`config.mk`:
```
export PLATFORM = sky130hd
export DESIGN_NAME = sram_slot_sched
export DESIGN_NICKNAME = d
export VERILOG_FILES = /design/src/rtl/sram_sched_pkg.sv /design/src/rtl/slot_ring.sv /design/src/rtl/stage_fifo.sv /design/src/rtl/sram_port.sv /design/src/rtl/sram_slot_sched.sv
export SDC_FILE = /design/constraint.sdc
export NUM_CORES = 1
export LEC_CHECK = 0
export BUFFER_PORTS_ARGS = -buffer_cell sky130_fd_sc_hd__buf_2
export CORE_AREA = 2 2 248 250
export CTS_CLUSTER_DIAMETER = 120
export DETAILED_ROUTE_END_ITERATION = 10
export DIE_AREA = 0 0 250 252
export PLACE_DENSITY = 0.82
export SLEW_MARGIN = 20
export SYNTH_ARGS = -nofsm -noshare
export SYNTH_HDL_FRONTEND = slang
export SYNTH_HIERARCHICAL = 1
export SYNTH_SLANG_ARGS = --single-unit
```
`constraint.sdc`:
```
create_clock -name clk -period 2.7 [get_ports clk]
set_clock_uncertainty 0.05 [all_clocks]
set_input_delay 0.27 -clock clk [delete_from_list [all_inputs] [get_ports clk]]
set_output_delay 0.27 -clock clk [all_outputs]
set_load 0.02 [all_outputs]
```
`src/rtl/sram_sched_pkg.sv`:
```
package sram_sched_pkg;

  typedef enum logic [2:0] {
    ACC_IDLE    = 3'd0,
    ACC_HOST_WR = 3'd1,
    ACC_HOST_RD = 3'd2,
    ACC_CH_WR   = 3'd3,
    ACC_CH_RD   = 3'd4
  } acc_kind_e;

  // Slot arithmetic: even slots serve the host, slot 2k+1 serves channel k.
  function automatic bit slot_for_host(input int unsigned slot);
    return (slot % 2) == 0;
  endfunction

  function automatic int unsigned slot_channel(input int unsigned slot);
    return slot / 2;
  endfunction

  function automatic int unsigned frame_len(input int unsigned nch);
    return 2 * nch;
  endfunction

endpackage

```
`src/rtl/slot_ring.sv`:
```
module slot_ring #(
  parameter int NCH = 4
) (
  input  logic                       clk,
  input  logic                       rst_n,
  output logic [$clog2(2*NCH)-1:0]   slot,
  output logic                       host_turn,
  output logic [$clog2(NCH)-1:0]     chan
);
  import sram_sched_pkg::*;

  localparam int SLOT_W = $clog2(2*NCH);
  localparam int CH_W   = $clog2(NCH);
  localparam int LAST   = frame_len(NCH) - 1;

  always_ff @(posedge clk or negedge rst_n) begin
    if (!rst_n)                     slot <= '0;
    else if (slot == SLOT_W'(LAST)) slot <= '0;
    else                            slot <= slot + 1'b1;
  end

  assign host_turn = slot_for_host(32'(slot));
  assign chan      = CH_W'(slot_channel(32'(slot)));

  // host and channel slots alternate
  p_alternate_r2: assert property (@(posedge clk) disable iff (!rst_n)
    host_turn |=> !host_turn);

endmodule

```
`src/rtl/stage_fifo.sv`:
```
module stage_fifo #(
  parameter int DW    = 32,
  parameter int DEPTH = 4
) (
  input  logic          clk,
  input  logic          rst_n,
  input  logic          push,
  input  logic [DW-1:0] push_data,
  input  logic          pop,
  output logic [DW-1:0] head,
  output logic          empty,
  output logic          ovf
);
  localparam int PTR_W = (DEPTH > 1) ? $clog2(DEPTH) : 1;
  localparam int CNT_W = $clog2(DEPTH + 1);

  logic [DW-1:0]    store [DEPTH];
  logic [PTR_W-1:0] wp, rp;
  logic [CNT_W-1:0] cnt;
  logic             room, accept, drop;

  function automatic logic [PTR_W-1:0] bump(input logic [PTR_W-1:0] p);
    return (p == PTR_W'(DEPTH - 1)) ? '0 : p + 1'b1;
  endfunction

  assign room   = (cnt != CNT_W'(DEPTH)) || pop;
  assign accept = push && room;
  assign drop   = push && !room;

  always_ff @(posedge clk) begin
    if (accept) store[wp] <= push_data;
  end

  always_ff @(posedge clk or negedge rst_n) begin
    if (!rst_n) begin
      wp  <= '0;
      rp  <= '0;
      cnt <= '0;
      ovf <= 1'b0;
    end else begin
      if (accept) wp <= bump(wp);
      if (pop)    rp <= bump(rp);
      case ({accept, pop})
        2'b10:   cnt <= cnt + 1'b1;
        2'b01:   cnt <= cnt - 1'b1;
        default: cnt <= cnt;
      endcase
      if (drop) ovf <= 1'b1;
    end
  end

  assign head  = store[rp];
  assign empty = (cnt == '0);

  // occupancy never exceeds the depth
  p_no_overflow_r8: assert property (@(posedge clk) disable iff (!rst_n)
    cnt <= CNT_W'(DEPTH));
  // overflow flag is sticky
  p_ovf_sticky_r8: assert property (@(posedge clk) disable iff (!rst_n)
    ovf |=> ovf);
  // the scheduler only pops a non-empty FIFO
  p_pop_nonempty_r6: assert property (@(posedge clk) disable iff (!rst_n)
    pop |-> !empty);

endmodule

```
`src/rtl/sram_port.sv`:
```
module sram_port
  import sram_sched_pkg::*;
#(
  parameter int AW    = 18,
  parameter int DW    = 32,
  parameter int TAG_W = 2
) (
  input  logic             clk,
  input  logic             rst_n,
  input  acc_kind_e        iss_kind,
  input  logic [AW-1:0]    iss_addr,
  input  logic [DW-1:0]    iss_wdata,
  input  logic [TAG_W-1:0] iss_tag,
  output logic [AW-1:0]    sram_addr,
  output logic [DW-1:0]    sram_wdata,
  output logic             sram_we_n,
  output logic             sram_oe_n,
  input  logic [DW-1:0]    sram_rdata,
  output logic             ret_host,
  output logic             ret_ch,
  output logic [TAG_W-1:0] ret_tag,
  output logic [DW-1:0]    ret_data
);
  logic             s1_host_rd, s1_ch_rd;
  logic [TAG_W-1:0] s1_tag;
  logic             is_wr, is_rd;

  assign is_wr = (iss_kind == ACC_HOST_WR) || (iss_kind == ACC_CH_WR);
  assign is_rd = (iss_kind == ACC_HOST_RD) || (iss_kind == ACC_CH_RD);

  // Stage 1: memory pins
  always_ff @(posedge clk or negedge rst_n) begin
    if (!rst_n) begin
      sram_addr  <= '0;
      sram_wdata <= '0;
      sram_we_n  <= 1'b1;
      sram_oe_n  <= 1'b1;
      s1_host_rd <= 1'b0;
      s1_ch_rd   <= 1'b0;
      s1_tag     <= '0;
    end else begin
      sram_addr  <= iss_addr;
      sram_wdata <= iss_wdata;
      sram_we_n  <= !is_wr;
      sram_oe_n  <= !is_rd;
      s1_host_rd <= (iss_kind == ACC_HOST_RD);
      s1_ch_rd   <= (iss_kind == ACC_CH_RD);
      s1_tag     <= iss_tag;
    end
  end

  // Stage 2: capture returned word
  always_ff @(posedge clk or negedge rst_n) begin
    if (!rst_n) begin
      ret_host <= 1'b0;
      ret_ch   <= 1'b0;
      ret_tag  <= '0;
      ret_data <= '0;
    end else begin
      ret_host <= s1_host_rd;
      ret_ch   <= s1_ch_rd;
      ret_tag  <= s1_tag;
      if (s1_host_rd || s1_ch_rd) ret_data <= sram_rdata;
    end
  end

  // never write and read at once
  p_bus_exclusive_r10: assert property (@(posedge clk) disable iff (!rst_n)
    !(!sram_we_n && !sram_oe_n));
  // host return two cycles after a host read was issued
  p_host_ret_r4: assert property (@(posedge clk) disable iff (!rst_n)
    ret_host |-> $past(iss_kind == ACC_HOST_RD, 2));
  // channel return two cycles after a channel read was issued
  p_ch_ret_r5: assert property (@(posedge clk) disable iff (!rst_n)
    ret_ch |-> $past(iss_kind == ACC_CH_RD, 2));

endmodule

```
`src/rtl/sram_slot_sched.sv`:
```
module sram_slot_sched
  import sram_sched_pkg::*;
#(
  parameter int NCH        = 4,
  parameter int DW         = 32,
  parameter int OFF_W      = 15,
  parameter int FIFO_DEPTH = 4,
  localparam int CH_W      = $clog2(NCH),
  localparam int AW        = OFF_W + CH_W + 1
) (
  input  logic              clk,
  input  logic              rst_n,
  input  logic [NCH-1:0]    ch_wr_valid,
  input  logic [NCH*DW-1:0] ch_wr_data,
  input  logic [NCH-1:0]    ch_rd_req,
  output logic [NCH-1:0]    ch_rd_valid,
  output logic [DW-1:0]     ch_rd_data,
  output logic [NCH-1:0]    ch_ovf,
  input  logic              host_req,
  input  logic              host_we,
  input  logic [AW-1:0]     host_addr,
  input  logic [DW-1:0]     host_wdata,
  output logic              host_gnt,
  output logic              host_rvalid,
  output logic [DW-1:0]     host_rdata,
  output logic [AW-1:0]     sram_addr,
  output logic [DW-1:0]     sram_wdata,
  input  logic [DW-1:0]     sram_rdata,
  output logic              sram_we_n,
  output logic              sram_oe_n
);
  localparam int SLOT_W = $clog2(2*NCH);

  logic [SLOT_W-1:0] slot;
  logic              host_turn;
  logic [CH_W-1:0]   cur_ch;

  logic [NCH-1:0]    fifo_pop, fifo_empty, rd_take;
  logic [DW-1:0]     fifo_head [NCH];
  logic [OFF_W-1:0]  wr_off [NCH];
  logic [OFF_W-1:0]  rd_off [NCH];

  acc_kind_e         iss_kind;
  logic [AW-1:0]     iss_addr;
  logic [DW-1:0]     iss_wdata;
  logic              ret_host, ret_ch;
  logic [CH_W-1:0]   ret_tag;
  logic [DW-1:0]     ret_data;

  function automatic logic [AW-1:0] region_word(input logic [CH_W-1:0] ch,
                                                input logic [OFF_W-1:0] off);
    return {1'b0, ch, off};
  endfunction

  slot_ring #(.NCH(NCH)) u_ring (
    .clk(clk), .rst_n(rst_n), .slot(slot), .host_turn(host_turn), .chan(cur_ch)
  );

  for (genvar k = 0; k < NCH; k++) begin : g_ch
    stage_fifo #(.DW(DW), .DEPTH(FIFO_DEPTH)) u_fifo (
      .clk(clk), .rst_n(rst_n),
      .push(ch_wr_valid[k]), .push_data(ch_wr_data[k*DW +: DW]),
      .pop(fifo_pop[k]), .head(fifo_head[k]),
      .empty(fifo_empty[k]), .ovf(ch_ovf[k])
    );

    always_ff @(posedge clk or negedge rst_n) begin
      if (!rst_n) begin
        wr_off[k] <= '0;
        rd_off[k] <= '0;
      end else begin
        if (fifo_pop[k]) wr_off[k] <= wr_off[k] + 1'b1;
        if (rd_take[k])  rd_off[k] <= rd_off[k] + 1'b1;
      end
    end

    // a channel return belongs to that channel's own slot
    p_chrd_slot_r5: assert property (@(posedge clk) disable iff (!rst_n)
      ch_rd_valid[k] |-> ($past(cur_ch, 2) == CH_W'(k)) && !$past(host_turn, 2));
  end

  // Slot decision
  always_comb begin
    iss_kind  = ACC_IDLE;
    iss_addr  = '0;
    iss_wdata = '0;
    fifo_pop  = '0;
    rd_take   = '0;
    if (host_turn) begin
      if (host_req) begin
        iss_kind  = host_we ? ACC_HOST_WR : ACC_HOST_RD;
        iss_addr  = host_addr;
        iss_wdata = host_wdata;
      end
    end else if (!fifo_empty[cur_ch]) begin
      fifo_pop[cur_ch] = 1'b1;
      iss_kind  = ACC_CH_WR;
      iss_addr  = region_word(cur_ch, wr_off[cur_ch]);
      iss_wdata = fifo_head[cur_ch];
    end else if (ch_rd_req[cur_ch]) begin
      rd_take[cur_ch] = 1'b1;
      iss_kind  = ACC_CH_RD;
      iss_addr  = region_word(cur_ch, rd_off[cur_ch]);
    end
  end

  assign host_gnt = host_turn && host_req;

  sram_port #(.AW(AW), .DW(DW), .TAG_W(CH_W)) u_port (
    .clk(clk), .rst_n(rst_n),
    .iss_kind(iss_kind), .iss_addr(iss_addr), .iss_wdata(iss_wdata), .iss_tag(cur_ch),
    .sram_addr(sram_addr), .sram_wdata(sram_wdata),
    .sram_we_n(sram_we_n), .sram_oe_n(sram_oe_n), .sram_rdata(sram_rdata),
    .ret_host(ret_host), .ret_ch(ret_ch), .ret_tag(ret_tag), .ret_data(ret_data)
  );

  always_comb begin
    ch_rd_valid = '0;
    if (ret_ch) ch_rd_valid[ret_tag] = 1'b1;
  end

  assign ch_rd_data  = ret_data;
  assign host_rvalid = ret_host;
  assign host_rdata  = ret_data;

  // a grant puts the host address on the memory next cycle
  p_host_gnt_r4: assert property (@(posedge clk) disable iff (!rst_n)
    host_gnt |=> (sram_addr == $past(host_addr)) && (sram_we_n != sram_oe_n));
  // channel writes land in the slot owner's region
  p_chan_region_r3: assert property (@(posedge clk) disable iff (!rst_n)
    (!sram_we_n && !$past(host_turn)) |->
      (!sram_addr[AW-1] && (sram_addr[AW-2 -: CH_W] == $past(cur_ch))));
  // host slots and channel slots never both grant
  p_gnt_slot_r2: assert property (@(posedge clk) disable iff (!rst_n)
    host_gnt |-> (fifo_pop == '0) && (rd_take == '0));

endmodule

```
==> flow_metrics.tcl <==
set metrics [dict create \
    finalSetupViolCount 96 \
    clock_path_buffers 3 \
    rows 90 \
    fin_area_sq_mm 0.0394 \
    regArea_sq_mm 0.0216 \
    finalCriticalPeriod_ns 2.77 \
    p_int_mw 26.0 \
    dpl.hpwl_um 54300 \
    finalWirelength_um 86000 \
    vdd_ir_drop_max_mv 0.668 \
    globalRouteOverflowTotal 0 \
    netlist_area_sq_mm 0.0316 \
    tightest_slew_ns 0.965 \
    path_max_fanout 32 \
    maxCapViolations 0 \
    power.density_mw_per_mm2 961 \
    drc 0 \
    arrival_ns 2.97 \
    cts_buffers 78 \
    report.final.slew_viol_count 0 \
    grt_pass1_vias 20200 \
    hp-class "primary input to flip-flop" \
    min_period_over_period_pct 103 \
    reg2regPathDepth 6 \
    grt.met2_usage_pct 46.7 \
    gp_congestion 0.919 \
    failed_checks "negative setup slack" \
    whs_path_depth 4 \
    preCtsSetupSlack_ns -0.0562 \
    finalHoldViolations 0 \
    leakage_nw 15.3 \
    portBuffers 347 \
    synthCells 1702 \
    cts_num_sinks 759 \
    ys.warnings.count 6 \
    multi_input_area_sq_mm 0.00915 \
    syn-num-nets 1958 \
    rsz0062_at_grt "yes" \
    sequentialPowerShare_pct 43.3 \
    antenna_found_initial 18 \
    dieWidth_um 250 \
    fillers 3841 \
    worstSetupEndpointType "flip-flop" \
    grt.busiest_layer "met2" \
    critPathLaunchType "flip-flop" \
    worst_slack_ns -0.0702 \
    outcome "finished, violations left" \
    final_nets 2571 \
    max_freq_mhz 361 \
    grt_pass1_wl_um 128000 \
    finalSetupTns_ns -3.69 \
    power_frac_comb_pct 28.0 \
    netSwitchingPower_mw 11.9 \
    r2r_slack_ns -0.07 \
    num_io_pins 348 \
    grt_max_degree 74 \
    crit_type "flip-flop to flip-flop" \
    synthToLayoutAreaGrowth_pct 24.6 \
    postSynthAreaPerCell_sq_um 18.6 \
    wl_per_cell_um 27.1 \
    r2r_start "u_ring/slot[0]" \
    clk_pin_slew_worst_paths_ns 0.06 \
    layout-drive-gt1-share_pct 35.6 \
    core_area_sq_mm 0.0601 \
    hold_path_end "rd_off[22]" \
    first_pass_iters 5 \
    slew_headroom_pct 35.7 \
    dr.first_iter.drc_count 2043 \
    swShare_pct 31.3 \
    vias_per_cell 5.96 \
    fin_cells 3170 \
    hp-start "ch_rd_req[2]" \
    placed_area_sq_mm 0.0345 \
    clk_latency_ns 0.65 \
    grt_use_met1_pct 34.0 \
    initial_core_util_pct 52.5 \
    met3_usage_pct 7.69 \
    place_inst 2797 \
    die_h_um 252 \
    root_buffer "clkbuf_16" \
    reg2reg_to "g_ch[2].u_fifo/store[2][20]" \
    htreeDepth 3 \
    pwr-share-clk_pct 28.7 \
    antenna_left 0 \
    cp_data_required_time_ns 2.90 \
    dieArea_sq_mm 0.0630 \
    cts_tree "built" \
    num_vias 18900 \
    grt_usage_pct 27.7 \
]
-- placed cells by master (no fill, tap or decap), types with 47 or more instances in the layout --
master           n
edfxtp_1       512
buf_2          346
dfrtp_1        234
dlygate4sd3_1  218
mux4_2         186
clkbuf_16       78
xnor2_1         66
nand2_1         49
a22o_1          48
xor2_1          47
-- power groups by stage --
stage | Sequential (mW) | Combinational, mW | Clock (mW)
after detailed placement | 16.4 | 10.0 | 0
after global routing | 16.6 | 11.2 | 11.4
after CTS | 16.3 | 10.5 | 10.9
after global placement | 16.2 | 9.71 | 0
final | 16.4 | 10.6 | 10.9
after floorplan | 16.2 | 6.58 | 0
-- metal layers --
metal	vias up	share of wire (%)
li1	7919	-
met1	9720	36
met2	1018	51
met3	229	9.4
met4	20	4.0
met5	-	0.16
-- metrics by stage --
step	total power [mW]	hold WS (ns)	utilization, %
floorplan	22.8	-0.0756	-
global route	39.2	0.0962	65.5
finish	37.9	0.108	65.5
detailed placement	26.4	0.263	57.4
CTS	37.7	0.0733	65.4
global placement	25.9	0.248	57.4
-- timing repair --
| item | CTS | global route |
|---|---|---|
| endpoints found under the setup margin | 129 | 151 |
| gates resized for setup | 1 | 12 |
| hold endpoints to repair | 670 | 0 |
| buffers inserted | 0 | 2 |
| hold buffers | 218 | 0 |
-- critical path, stage by stage, from the launching register on --
cell,delay [ns]
dfrtp_1,0.37
inv_1,0.12
or4b_4,0.56
inv_2,0.09
nor4b_2,0.06
nor2b_2,0.28
and2_2,0.85
-- worst max-delay path by stage --
stage | start | end | slack, ns | depth (start not counted)
detailed placement | u_ring/slot[0] | g_ch[2].u_fifo/store[1][22] | -0.06 | 6
floorplan | g_ch[1].u_fifo/cnt[2] | g_ch[1].u_fifo/cnt[2] | 0.04 | 11
finish | u_ring/slot[0] | g_ch[2].u_fifo/store[2][20] | -0.07 | 6
CTS | u_ring/slot[0] | g_ch[2].u_fifo/store[2][20] | -0.09 | 6
global placement | u_ring/slot[1] | g_ch[2].u_fifo/store[1][4] | 0.06 | 5
global route | u_ring/slot[0] | g_ch[2].u_fifo/store[0][19] | -0.18 | 6
-- state kept, by name (all words and copies together), names as in the netlist --
| register | flops |
|---|---|
| u_port/ret_ch | 1 |
| u_port/ret_data | 32 |
| g_ch.u_fifo/store | 512 |
| wr_off | 60 |
| u_port/sram_oe_n | 1 |
| rd_off | 60 |
| u_port/sram_addr | 18 |
| u_port/s1_host_rd | 1 |
| g_ch.u_fifo/ovf | 4 |
| u_port/sram_wdata | 32 |
| u_ring/slot | 3 |
| u_port/s1_ch_rd | 1 |
| u_port/ret_tag | 2 |
| g_ch.u_fifo/rp | 8 |
| u_port/s1_tag | 2 |
| g_ch.u_fifo/wp | 8 |
| g_ch.u_fifo/cnt | 12 |
| u_port/ret_host | 1 |
| u_port/sram_we_n | 1 |
-- cell type report --
class                      count  share of cell area [%]
inverter                      41                   0.391
clock inverter                43                    1.19
tap                          782                    2.48
clock buffer                 101                    5.43
timing repair buffer         641                    12.4
antenna                        9                  0.0572
sequential                   759                    54.8
multi-input combinational    794                    23.2
No activity file was read; power rests on OpenSTA's default activity.
